### src/rtl/rstboot_pkg.sv
package rstboot_pkg;

  localparam int MODE_W = 16;

  // mode register field positions
  localparam int MB_REMAP   = 0;
  localparam int MB_BOOT    = 1;
  localparam int MB_COP     = 2;
  localparam int MB_SYNC    = 3;
  localparam int MB_CNT     = 4;
  localparam int MB_SWR_HI  = 10; // software reset, remap set afterwards
  localparam int MB_SWR_LO  = 11; // software reset, remap clear afterwards

  typedef enum logic [1:0] {
    CAUSE_POR = 2'b00,
    CAUSE_PIN = 2'b01,
    CAUSE_WDT = 2'b10,
    CAUSE_SW  = 2'b11
  } rst_cause_e;

endpackage

### src/rtl/rstboot_pin_filter.sv
module rstboot_pin_filter #(
  parameter int SYNC_STAGES = 2,
  parameter int MIN_W       = 10
) (
  input  logic clk,
  input  logic por_n,
  input  logic ext_rst_n,
  output logic pin_req
);

  localparam int RW = (MIN_W > 1) ? $clog2(MIN_W) : 1;
  localparam logic [RW-1:0] RUN_MAX = RW'(MIN_W - 1);

  logic [SYNC_STAGES-1:0] sync_q, sync_d;
  logic [RW-1:0]          run_q, run_d;
  logic                   pin_low;

  generate
    if (SYNC_STAGES == 1) begin : g_single
      assign sync_d = ext_rst_n;
    end else begin : g_chain
      assign sync_d = {sync_q[SYNC_STAGES-2:0], ext_rst_n};
    end
  endgenerate

  assign pin_low = ~sync_q[SYNC_STAGES-1];

  always_comb begin
    run_d = run_q;
    if (!pin_low) begin
      run_d = '0;
    end else if (run_q != RUN_MAX) begin
      run_d = run_q + 1'b1;
    end
  end

  assign pin_req = pin_low && (run_q == RUN_MAX);

  always_ff @(posedge clk or negedge por_n) begin
    if (!por_n) begin
      sync_q <= '1;
      run_q  <= '0;
    end else begin
      sync_q <= sync_d;
      run_q  <= run_d;
    end
  end

  generate
    if (MIN_W > 1) begin : g_chk
      AST_PIN_NOT_SINGLE: assert property (@(posedge clk) disable iff (!por_n)
        pin_req |-> $past(pin_low));
    end
  endgenerate

endmodule

### src/rtl/rstboot_stretch.sv
module rstboot_stretch #(
  parameter int HOLD = 16
) (
  input  logic clk,
  input  logic por_n,
  input  logic req,
  output logic busy,
  output logic release_now
);

  localparam int CW = $clog2(HOLD + 1);
  localparam logic [CW-1:0] HOLD_V = CW'(HOLD);

  logic [CW-1:0] cnt_q, cnt_d;
  logic          busy_q, busy_d;

  always_comb begin
    cnt_d = cnt_q;
    if (req) begin
      cnt_d = HOLD_V;
    end else if (cnt_q != '0) begin
      cnt_d = cnt_q - 1'b1;
    end
    busy_d = (cnt_d != '0);
  end

  assign release_now = busy_q && !busy_d;
  assign busy        = busy_q;

  always_ff @(posedge clk or negedge por_n) begin
    if (!por_n) begin
      cnt_q  <= HOLD_V;
      busy_q <= 1'b1;
    end else begin
      cnt_q  <= cnt_d;
      busy_q <= busy_d;
    end
  end

  AST_NO_RELEASE_ON_REQ: assert property (@(posedge clk) disable iff (!por_n)
    $fell(busy_q) |-> !$past(req));

endmodule

### src/rtl/rstboot_cop_ctrl.sv
module rstboot_cop_ctrl #(
  parameter int PULSES = 3
) (
  input  logic                          clk,
  input  logic                          por_n,
  input  logic                          force_rst,
  input  logic                          wr_en,
  input  logic                          wr_val,
  output logic                          cop_rst,
  output logic [$clog2(PULSES+1)-1:0]   pulse_cnt,
  output logic                          sync_done
);

  localparam int PW = $clog2(PULSES + 1);
  localparam logic [PW-1:0] PMAX = PW'(PULSES);

  logic          cop_q, cop_d;
  logic          armed_q, armed_d;
  logic [PW-1:0] cnt_q, cnt_d;

  always_comb begin
    cop_d   = cop_q;
    armed_d = armed_q;
    cnt_d   = cnt_q;
    if (force_rst) begin
      cop_d   = 1'b1;
      armed_d = 1'b0;
      cnt_d   = '0;
    end else if (wr_en) begin
      cop_d = wr_val;
      if (!cop_q && wr_val) begin
        armed_d = 1'b1;
      end
      if (cop_q && !wr_val && armed_q) begin
        armed_d = 1'b0;
        if (cnt_q != PMAX) begin
          cnt_d = cnt_q + 1'b1;
        end
      end
    end
  end

  always_ff @(posedge clk or negedge por_n) begin
    if (!por_n) begin
      cop_q   <= 1'b1;
      armed_q <= 1'b0;
      cnt_q   <= '0;
    end else begin
      cop_q   <= cop_d;
      armed_q <= armed_d;
      cnt_q   <= cnt_d;
    end
  end

  assign cop_rst   = cop_q;
  assign pulse_cnt = cnt_q;
  assign sync_done = (cnt_q == PMAX);

  AST_COP_HELD_BY_RST: assert property (@(posedge clk) disable iff (!por_n)
    force_rst |=> cop_q);
  AST_SYNC_ON_CLEAR: assert property (@(posedge clk) disable iff (!por_n)
    $rose(sync_done) |-> $fell(cop_q));

endmodule

### src/rtl/rstboot_ctrl.sv
module rstboot_ctrl
  import rstboot_pkg::*;
#(
  parameter int SYNC_STAGES = 2,
  parameter int PIN_MIN     = 10,
  parameter int HOLD        = 16,
  parameter int COP_PULSES  = 3
) (
  input  logic              clk,
  input  logic              por_n,
  input  logic              ext_rst_n,
  input  logic              wdt_tmo,
  input  logic              boot_strap,
  input  logic              mode_we,
  input  logic [MODE_W-1:0] mode_wdata,
  output logic [MODE_W-1:0] mode_rdata,
  output logic [1:0]        cause,
  output logic              sys_rst_n,
  output logic              remap,
  output logic              boot_ext,
  output logic              cop_rst,
  output logic              cop_sync
);

  localparam int PW = $clog2(COP_PULSES + 1);

  logic          pin_req, rst_q, release_now;
  logic          sw_lo, sw_hi, sw_req, any_req;
  logic          cop_force, cop_we, cop_q, sync_w;
  logic [PW-1:0] pulse_cnt;
  rst_cause_e    cause_q, cause_d;
  logic          remap_q, remap_d, boot_q, boot_d;
  logic          unused_wdata;

  assign unused_wdata = ^{mode_wdata[15:12], mode_wdata[9:3], mode_wdata[1:0]};

  rstboot_pin_filter #(
    .SYNC_STAGES (SYNC_STAGES),
    .MIN_W       (PIN_MIN)
  ) u_pin (
    .clk       (clk),
    .por_n     (por_n),
    .ext_rst_n (ext_rst_n),
    .pin_req   (pin_req)
  );

  // software requests are accepted only outside reset
  assign sw_lo   = mode_we && !rst_q && mode_wdata[MB_SWR_LO];
  assign sw_hi   = mode_we && !rst_q && mode_wdata[MB_SWR_HI];
  assign sw_req  = sw_lo || sw_hi;
  assign any_req = pin_req || wdt_tmo || sw_req;

  rstboot_stretch #(
    .HOLD (HOLD)
  ) u_stretch (
    .clk         (clk),
    .por_n       (por_n),
    .req         (any_req),
    .busy        (rst_q),
    .release_now (release_now)
  );

  assign cop_force = rst_q || any_req;
  assign cop_we    = mode_we && !rst_q;

  rstboot_cop_ctrl #(
    .PULSES (COP_PULSES)
  ) u_cop (
    .clk       (clk),
    .por_n     (por_n),
    .force_rst (cop_force),
    .wr_en     (cop_we),
    .wr_val    (mode_wdata[MB_COP]),
    .cop_rst   (cop_q),
    .pulse_cnt (pulse_cnt),
    .sync_done (sync_w)
  );

  always_comb begin
    cause_d = cause_q;
    remap_d = remap_q;
    boot_d  = boot_q;
    if (pin_req) begin
      cause_d = CAUSE_PIN;
      remap_d = 1'b0;
    end else if (wdt_tmo) begin
      cause_d = CAUSE_WDT;
      remap_d = 1'b0;
    end else if (sw_req) begin
      cause_d = CAUSE_SW;
      remap_d = !sw_lo;
    end
    if (release_now) begin
      boot_d = boot_strap;
    end
  end

  always_ff @(posedge clk or negedge por_n) begin
    if (!por_n) begin
      cause_q <= CAUSE_POR;
      remap_q <= 1'b0;
      boot_q  <= 1'b0;
    end else begin
      cause_q <= cause_d;
      remap_q <= remap_d;
      boot_q  <= boot_d;
    end
  end

  always_comb begin
    mode_rdata                  = '0;
    mode_rdata[MB_REMAP]        = remap_q;
    mode_rdata[MB_BOOT]         = boot_q;
    mode_rdata[MB_COP]          = cop_q;
    mode_rdata[MB_SYNC]         = sync_w;
    mode_rdata[MB_CNT +: PW]    = pulse_cnt;
  end

  assign cause     = cause_q;
  assign sys_rst_n = !rst_q;
  assign remap     = remap_q;
  assign boot_ext  = boot_q;
  assign cop_rst   = cop_q;
  assign cop_sync  = sync_w;

  AST_WDT_FORCES_RST: assert property (@(posedge clk) disable iff (!por_n)
    wdt_tmo |=> !sys_rst_n);
  AST_SWR_REMAP_LOW: assert property (@(posedge clk) disable iff (!por_n)
    (mode_we && !rst_q && mode_wdata[MB_SWR_LO]) |=> (!remap && !sys_rst_n));
  AST_REMAP_RISE_SRC: assert property (@(posedge clk) disable iff (!por_n)
    $rose(remap) |-> $past(mode_we && mode_wdata[MB_SWR_HI] && !mode_wdata[MB_SWR_LO]));
  AST_BOOT_AT_RELEASE: assert property (@(posedge clk) disable iff (!por_n)
    !$stable(boot_ext) |-> $rose(sys_rst_n));
  AST_CAUSE_WITH_RST: assert property (@(posedge clk) disable iff (!por_n)
    !$stable(cause) |-> !sys_rst_n);

endmodule

### config.mk
export PLATFORM = sky130hd
export DESIGN_NAME = rstboot_ctrl
export DESIGN_NICKNAME = d
export VERILOG_FILES = /design/src/rtl/rstboot_pkg.sv /design/src/rtl/rstboot_pin_filter.sv /design/src/rtl/rstboot_stretch.sv /design/src/rtl/rstboot_cop_ctrl.sv /design/src/rtl/rstboot_ctrl.sv
export SDC_FILE = /design/constraint.sdc
export NUM_CORES = 1
export LEC_CHECK = 0
export ABC_AREA = 1
export BUFFER_PORTS_ARGS = -buffer_cell sky130_fd_sc_hd__buf_2
export CAP_MARGIN = 15
export CORE_MARGIN = 2
export CORE_UTILIZATION = 45
export CTS_BUF_LIST = sky130_fd_sc_hd__clkbuf_16
export DETAILED_ROUTE_END_ITERATION = 8
export PLACE_DENSITY_LB_ADDON = 0.25
export REMOVE_ABC_BUFFERS = 1
export SLEW_MARGIN = 20
export SYNTH_ARGS = -nofsm -noshare
export SYNTH_HDL_FRONTEND = slang
export SYNTH_SLANG_ARGS = --single-unit
### constraint.sdc
create_clock -name clk -period 1.9 [get_ports clk]
set_input_delay 0.475 -clock clk [delete_from_list [all_inputs] [get_ports clk]]
set_output_delay 0.475 -clock clk [all_outputs]
set_load 0.1 [all_outputs]
==> Yosys cells after proc, flatten, opt, wreduce, memory -nomap -nowiden <==
Index checks and enable logic that the tools add are counted.
{ "op_classes": {"n_bitwise": 1, "eq_ne": 4, "addsub": 3, "reduce_logical": 27, "n_mux": 20} }
{ "op_table": {"columns": ["cell", "count"], "rows": [
  ["2-bit 2-to-1 mux", 7],
  ["5-bit 2-to-1 mux", 2],
  ["5-bit nonzero test", 2],
  ["1-bit 2-to-1 mux", 9],
  ["1-bit logical AND", 8],
  ["4-bit 2-to-1 mux", 2],
  ["2-bit nonzero test", 4],
  ["3-bit nonzero test", 2],
  ["1-bit logical NOT", 5],
  ["5-bit by 1-bit subtractor with 5-bit output, second input constant", 1],
  ["4-bit by 1-bit adder with 4-bit output, second input constant", 1],
  ["4-bit == test, second input constant", 1],
  ["1-bit logical OR", 4],
  ["4-bit != test, second input constant", 1],
  ["3-bit AND reduction", 1],
  ["2-bit by 1-bit adder with 2-bit output, second input constant", 1],
  ["2-bit == test, second input constant", 1],
  ["2-bit != test, second input constant", 1],
  ["2-bit AND reduction", 1],
  ["1-bit NOT", 1]
]} }
{ "word_totals": {"reg_bits": 20, "in_bits": 22, "out_inout_bits": 23} }

==> Longest topological paths before layout <==
Gate-level depths: netlist of run 1.
{ "depth": {"depth_word": 9, "mapped_depth": 13} }

==> Hierarchy <==
Synthesis of run 1 repeated with hierarchy kept, for this count alone.
{ "unflattened": {"cells_unflattened": 145, "area_unflattened_um2": 1208.7} }
{ "modules_own_cells": {"columns": ["module", "area_per_inst_um2", "cells_per_inst", "instances", "seq_area_each_um2"], "rows": [
  ["rstboot_ctrl", 352.8, 41, 1, 100.1],
  ["rstboot_stretch", 350.3, 42, 1, 152.6],
  ["rstboot_pin_filter", 279.0, 31, 1, 152.6],
  ["rstboot_cop_ctrl", 226.5, 31, 1, 101.3]
]} }

==> Worst setup path after synthesis of run 1 <==
Ideal clock, no wire load.
{ "synth_timing": {"path_type": "register to output", "start": "register u_cop.cnt_q[0], in the netlist u_cop.pulse_cnt[0]", "end": "output port mode_rdata[3]", "stages_incl_launch_ff": 3, "arrival_time_ns": 2.346, "n_path_buf": 1, "path_slack_ns": -0.921, "cell_sequence": "dfrtp_1 > ha_1 > buf_4"} }
{ "synth_via": {"elab_chain_len": 1} }
{ "synth_rtl": {"columns": ["item", "line", "rtl"], "rows": [
  ["start, declared", "rstboot_cop_ctrl.sv:19", "logic [PW-1:0] cnt_q, cnt_d;"],
  ["start signal, assigned", "rstboot_cop_ctrl.sv:51", "cnt_q <= cnt_d;"],
  ["2-bit == test", "rstboot_cop_ctrl.sv:57", "assign sync_done = (cnt_q == PMAX);"],
  ["end, declared", "rstboot_ctrl.sv:16", "output logic [MODE_W-1:0] mode_rdata,"]
]} }
Every way passes these cells.

==> Final worst setup path of run 1 <==
Ends and elaborated chain as after synthesis.

==> summary.txt, run 1 <==
Run status
  – Outcome: complete, no violations

Placed design
  – Placed inst area: 1200 sq um
  – Port Buf Inserts: 21
  – Routability cong.: 0.750
  – Final HPWL DP: 1430 um
  – DP Cell Count: 168

Critical path
  – Reg2reg setup slack: 310 ps
  – WP data required: 1420 ps
  – Critical path arrival: 1290 ps
  – WS Path Type: register to output pin
  – Critical path fanouts, max: 4
  – Critical Path Start Type: register
  – Reg2Reg Depth: 11
  – CP endpoint kind: output pin

Drt
  – First DRT Iteration DRCs: 1
  – DRC Markers: 0
  – TritonRoute pass-1 iters: 3
  – Final ANT Viol Nets: 0
  – Final wirelength: 1800 um
  – Detail-routed net length per standard cell: 10.5 um
  – Via density: 4.58
  – Via Count: 787

Cells and area
  – Commonest non-fill, non-tap cell in the layout: buf_2
  – Design area: 1280 sq um
  – Layout Nets: 169
  – Post-route insts no fill: 172
  – Final Util: 0.525
  – Most frequent cells in the layout: 21 x buf_2, 15 x dfrtp_1, 14 x inv_1, 14 x nand2_1, 14 x nor2_1
  – Layout cells sized above 1: 0.345
  – Area Growth Syn to Fin: 13.3%
  – ANT cells: 0

Min path
  – Min-Delay Path Class: input pin to async pin

STA
  – Max Fclk: 0.567 GHz
  – Slew Limit Fails: 0
  – RSZ-0062 raised after global routing: no
  – Post-route setup TNS: 0 ps
  – Worst Skew: 1.61 ps
  – Period utilisation layout: 0.929
  – Final Hold Fails: 0
  – Fin crit period: 1760 ps
  – Final Setup Violations: 0
  – Hold WS: 165 ps

Global routing
  – Vias in the first global route: 736
  – GR Overflow Total: 0
  – Initial antenna violation count: 0
  – First-pass GRT wire length: 2990 um
  – Overall routing resource usage: 0.145
  – Largest net degree at the start of global routing: 21

Logic synthesis
  – Post-synth top flop: dfrtp_1
  – EDFF count, synth: 0
  – Netlist cell types: 29
  – Warnings, synthesis: 0
  – #FFs+latches synth: 20
  – Cell count after synthesis: 122
  – Synth top area cells: dfrtp_1 33%, dfstp_2 12%, buf_4 9.3%, nand2_1 4.7%, nor2_1 4.7%
  – Area leader, netlist: dfrtp_1
  – Synthesized area: 1130 sq um
  – Seq/Total Area, Yosys: 0.450
  – Mean area per synthesized cell: 9.23 sq um
  – Top-area cell type share of the netlist area: 0.333
  – Synth async-reset ratio: 1.00

Clock network
  – CTS Buffer Depth: 2
  – Root buf cell: clkbuf_16
  – Reg clk slew, reported paths: 50 ps
  – CTS Sinks: 20
  – Cts bufs inserted: 3
  – Worst skew pair latency: 240 ps
  – CTS tree: yes
  – Post-CTS Setup Bufs: 0
  – Post-cts sizing count: 0
  – Post-CTS Hold Fix Bufs: 0
  – H-tree levels: 1

Floorplan
  – Ports: 45
  – Area of the core: 2430 sq um
  – # rows: 18
  – Die height: 54.0 um
  – Die footprint: 2920 sq um
  – Die X: 54.0 um
  – Initial Util: 0.463

Pwr
  – Net Sw Frac: 0.455
  – Leakage power: 0.690 nW
  – VDD IR max: 0.000817 V
  – Pwr dens: 1400 nW/um^2
  – Clock share of power: 0.233
  – Comb pwr share: 0.452
  – Reg power frac: 0.315
  – Int Pwr: 0.978 mW
  – Psw: 0.815 mW

Flow run
  – Max-cap viol count: 0
[cells by family after synthesis]
logic type	count (synthesis)	synth area share
xor+xnor	5	0.0389
buf+inv	30	0.147
other cells	1	0.00333
flops	20	0.450
fa+ha+maj	4	0.0444
compound gates	11	0.0633
simple gates	51	0.253
[power by group through the flow]
stage	Clock, mW	Combinational (mW)	Sequential [mW]
after global placement	0	0.805	0.567
after global routing	0.446	0.886	0.577
after floorplan	0	0.513	0.749
after CTS	0.433	0.819	0.565
final	0.418	0.811	0.564
after detailed placement	0	0.813	0.571
[metrics by stage]
| stage | total power, mW | setup WS [ps] |
|---|---|---|
| final | 1.79 | 135 |
| after global routing | 1.91 | 89.8 |
| after CTS | 1.82 | 126 |
| after detailed placement | 1.38 | 302 |
| after floorplan | 1.26 | -1260 |
| after global placement | 1.37 | 327 |
[layout make-up]
class / instances / area [sq um]
Inverter: 16 / 60.1
Timing Repair Buffer: 21 / 105
Sequential cell: 20 / 507
Tap cell: 30 / 37.5
Clock buffer: 3 / 75.1
Clock inverter: 1 / 3.75
Fill cell: 240 / 1160
Multi-Input combinational cell: 81 / 488
[metal layers]
layer	vias to the layer above	track usage	part of all wire
li1	404	-	-
met1	363	0.173	0.44
met2	20	0.260	0.52
met3	0	0.0250	0.036
met4	0	0.0500	0
met5	-	0	0
[flip-flops by register name, summed over array words and instances, names as in the netlist]
register,cells
boot_ext,1
cause,2
remap,1
u_cop.armed_q,1
u_cop.cop_rst,1
u_cop.pulse_cnt,2
u_pin.run_q,4
u_pin.sync_q,2
u_stretch.busy,1
u_stretch.cnt_q,5
[critical path, stage by stage, from the launching register on]
cell and delay [ps]:
dfrtp_1 380, ha_1 220, buf_2 440
[synthesized netlist by cell type, types with 2 or more instances]
master / n
dfrtp_1: 15
buf_4: 14
nor2_2: 2
nand4_1: 3
nor2_1: 14
xor2_1: 3
nand2_2: 6
inv_1: 13
xnor2_1: 2
a21oi_1: 2
dfstp_2: 5
o21ai_1: 3
nand2_1: 14
ha_1: 4
inv_2: 3
nand3_2: 4
nand3_1: 3
[path summary, 6_finish.rpt]
check	start	end
worst max-delay path	u_cop.pulse_cnt[0]$_DFFE_PN0P_	mode_rdata[3]
max in group asynchronous	por_n	u_stretch.busy$_DFF_PN1_
worst min register to register	u_pin.sync_q[0]$_DFF_PN1_	u_pin.sync_q[1]$_DFF_PN1_
worst max register to register	u_pin.run_q[0]$_DFFE_PN0N_	boot_ext$_DFFE_PN0P_
worst min-delay path	por_n	u_pin.run_q[0]$_DFFE_PN0N_
min in group clk	ext_rst_n	u_pin.sync_q[0]$_DFF_PN1_
No activity file was read; power rests on OpenSTA's default activity.
==> run 2, diff against run 1 <==
SYNTH_HIERARCHICAL = 1   (was unset)
==> run 2 against run 1 <==
First-iteration DRC count rose to 34 times the previous value. Final area up 22%. Worst hold slack better by 1.5 ps. Combinational power up 23%. Largest power group unchanged.
==> summary.txt, run 2 <==
Logic synthesis
  – Post-Synth XOR/XNOR Area: 0.0145
  – Cell count after synthesis: 145
  – Top-count cell post-synth: nand2_1
  – Area leader, netlist: dfrtp_1
  – Post-synth top flop: dfrtp_1
  – Netlist cell types: 24
  – Main combinational cell family by area after synthesis: simple AND/OR/NAND/NOR gates
  – Synthesized area: 1210 sq um
  – Mean area per synthesized cell: 8.34 sq um
  – Warnings, synthesis: 6
  – EDFF count, synth: 0
  – Top-area cell type share of the netlist area: 0.311
  – Mux contribution to synthesized area: 0.00932
  – Simple-gate area share of the yosys netlist: 0.314
  – Seq/Total Area, Yosys: 0.419
  – Synth top area cells: dfrtp_1 31%, dfstp_2 11%, nand2_1 9.9%, buf_4 8.7%, inv_1 7.1%
  – #FFs+latches synth: 20
  – Adder-Cell Fraction of Synth Area: 0.0414
  – Fraction of the mapped netlist area in compound gates: 0.0311
  – Synth top cells by count: 32 x nand2_1, 23 x inv_1, 15 x dfrtp_1
  – Synth async-reset ratio: 1.00

Pwr
  – Clock share of power: 0.264
  – VDD IR max: 0.000952 V
  – Psw: 0.965 mW
  – Net Sw Frac: 0.446
  – Leakage power: 0.861 nW
  – Comb pwr share: 0.463
  – Reg power frac: 0.272
  – Total power: 2.16 mW
  – Int Pwr: 1.20 mW
  – Pwr dens: 1390 nW/um^2

Critical path
  – Critical path arrival: 1980 ps
  – CP max stage cell: dfrtp_1
  – WP depth: 15
  – Critical Path Start Type: register
  – Critical path fanouts, max: 5
  – WP data required: 2030 ps
  – CP endpoint kind: register
  – CP delay by family, top: simple AND/OR/NAND/NOR gates
  – CP Cell Sequence: inv_2, ha_4, nand2_2, inv_2, nand2_2, inv_4, nor2_8, nand3_4, inv_6, nand2_2, nor2_2, nor2_4, nand2_2, nor2_4, mux2_4
  – WS Path Type: register to register
  – Reg2Reg Depth: 15
  – CP dominant cell by count: nand2_2
  – CP bufs+invs: 4
  – CP peak stage delay: 360 ps

Cells and area
  – Most frequent cells in the layout: 30 x nand2_1, 21 x buf_2, 20 x inv_1
  – Layout cells sized above 1: 0.419
  – Area occupied by multi-input gates: 592 sq um
  – Commonest non-fill, non-tap cell in the layout: nand2_1
  – Register Area: 507 sq um
  – Largest Register: u_stretch/cnt_q
  – Largest regs: u_stretch/cnt_q: 5 flops, u_pin/run_q: 4 flops
  – Post-route insts no fill: 209
  – Design area: 1560 sq um
  – Area Growth Syn to Fin: 28.8%
  – ANT cells: 0
  – Largest register FFs: 5
  – Fillers: 210
  – Layout Nets: 206

Run status
  – Outcome: complete, no violations

Drt
  – Detail-routed net length per standard cell: 10.6 um
  – Final ANT Viol Nets: 0
  – DRC Markers: 0
  – TritonRoute pass-1 iters: 4
  – First DRT Iteration DRCs: 34
  – Final wirelength: 2220 um
  – Via Count: 971
  – Via density: 4.65

Clock network
  – Reg clk slew, reported paths: 60 ps
  – CTS Sinks: 20
  – Post-CTS Hold Fix Bufs: 0
  – CTS tree: yes
  – Root buf cell: clkbuf_16
  – CTS Buffer Depth: 2
  – Worst skew pair latency: 250 ps
  – Cts bufs inserted: 3
  – H-tree levels: 1

Placed design
  – Placed inst area: 1340 sq um
  – Routability cong.: 0.798
  – Port Buf Inserts: 21
  – Pre-CTS WS: -26.2 ps
  – Final HPWL DP: 1620 um
  – DP Cell Count: 199

STA
  – Final Hold Fails: 0
  – Max Fclk: 0.540 GHz
  – Slew Limit Fails: 0
  – Worst Skew: 1.03 ps
  – Hold WS: 167 ps
  – Final Setup Violations: 0
  – Period utilisation layout: 0.974
  – Fin crit period: 1850 ps
  – Final setup margin: 49.0 ps

Global routing
  – Initial antenna violation count: 0
  – First-pass GRT wire length: 3630 um
  – GR Overflow Total: 0
  – Overall routing resource usage: 0.146
  – Vias in the first global route: 848
  – Largest net degree at the start of global routing: 21

Floorplan
  – Die X: 55.8 um
  – Die height: 55.8 um
  – # rows: 18
  – Initial Util: 0.479
  – Area of the core: 2520 sq um
  – Die footprint: 3120 sq um
  – Ports: 45

Min path
  – Min-Delay Path Class: input pin to async pin

Flow run
  – Max-cap viol count: 0
[run 2: changes by cell type after synthesis, moves of 2 or more]
cell | previous run | this run
nand3_1 | 3 | 12
nor2_2 | 2 | 4
nand2_2 | 6 | 4
nand2_1 | 14 | 32
xor2_1 | 3 | 1
o21ai_1 | 3 | 1
inv_1 | 13 | 23
nor2_1 | 14 | 8
[run 2: final timing paths]
check,startpoint,to,slack [ps]
max in group asynchronous,por_n,u_cop/cop_rst$_DFFE_PN1P_,1390
setup reg to reg,u_pin/run_q[1]$_DFFE_PN0P_,boot_ext$_DFFE_PN0P_,50
min in group clk,ext_rst_n,u_pin/sync_q[0]$_DFF_PN1_,320
setup / recovery,u_pin/run_q[1]$_DFFE_PN0P_,boot_ext$_DFFE_PN0P_,50
hold reg to reg,u_pin/sync_q[0]$_DFF_PN1_,u_pin/sync_q[1]$_DFF_PN1_,360
hold / removal,por_n,u_pin/run_q[1]$_DFFE_PN0P_,170
[run 2: cells by family after synthesis]
logic type / after synthesis
compound gates: 6
xor+xnor: 2
fa+ha+maj: 4
buf+inv: 40
flops: 20
mux: 1
other cells: 1
simple gates: 71
[run 2: cell type report]
cell class / instances / area share
tap: 30 / 0.0241
clock buffer: 3 / 0.0482
multi-input combinational: 94 / 0.380
timing repair buffer: 35 / 0.135
clock inverter: 1 / 0.0193
inverter: 26 / 0.0675
sequential: 20 / 0.326
[run 2: metrics by stage]
stage,util,TNS (ps)
2_1_floorplan,-,-4930
4_1_cts,0.573,0
5_1_grt,0.617,-47.1
6_report,0.617,0
3_3_place_gp,0.531,-21.6
3_5_place_dp,0.531,-26.2
[run 2: power by group through the flow]
stage | combinational (mW) | clock, mW | sequential (mW)
floorplan | 0.494 | 0 | 0.834
global placement | 0.870 | 0 | 0.588
detailed placement | 0.884 | 0 | 0.592
CTS | 0.893 | 0.584 | 0.586
global route | 1.08 | 0.596 | 0.601
finish | 1.00 | 0.572 | 0.588
[run 2: layer usage]
| metal | track usage | up-vias | routed length [um] |
|---|---|---|---|
| met5 | 0 | - | 0 |
| met4 | 0.0612 | 0 | 16 |
| met3 | 0.0302 | 2 | 95 |
| met2 | 0.241 | 23 | 1170 |
| met1 | 0.187 | 451 | 942 |
| li1 | - | 495 | - |
[run 2: timing repair]
item                                    CTS  global route
endpoints found under the setup margin    1             1
gates resized for setup                   1            17
pin swaps                                 0             9
buffers inserted                          0             6
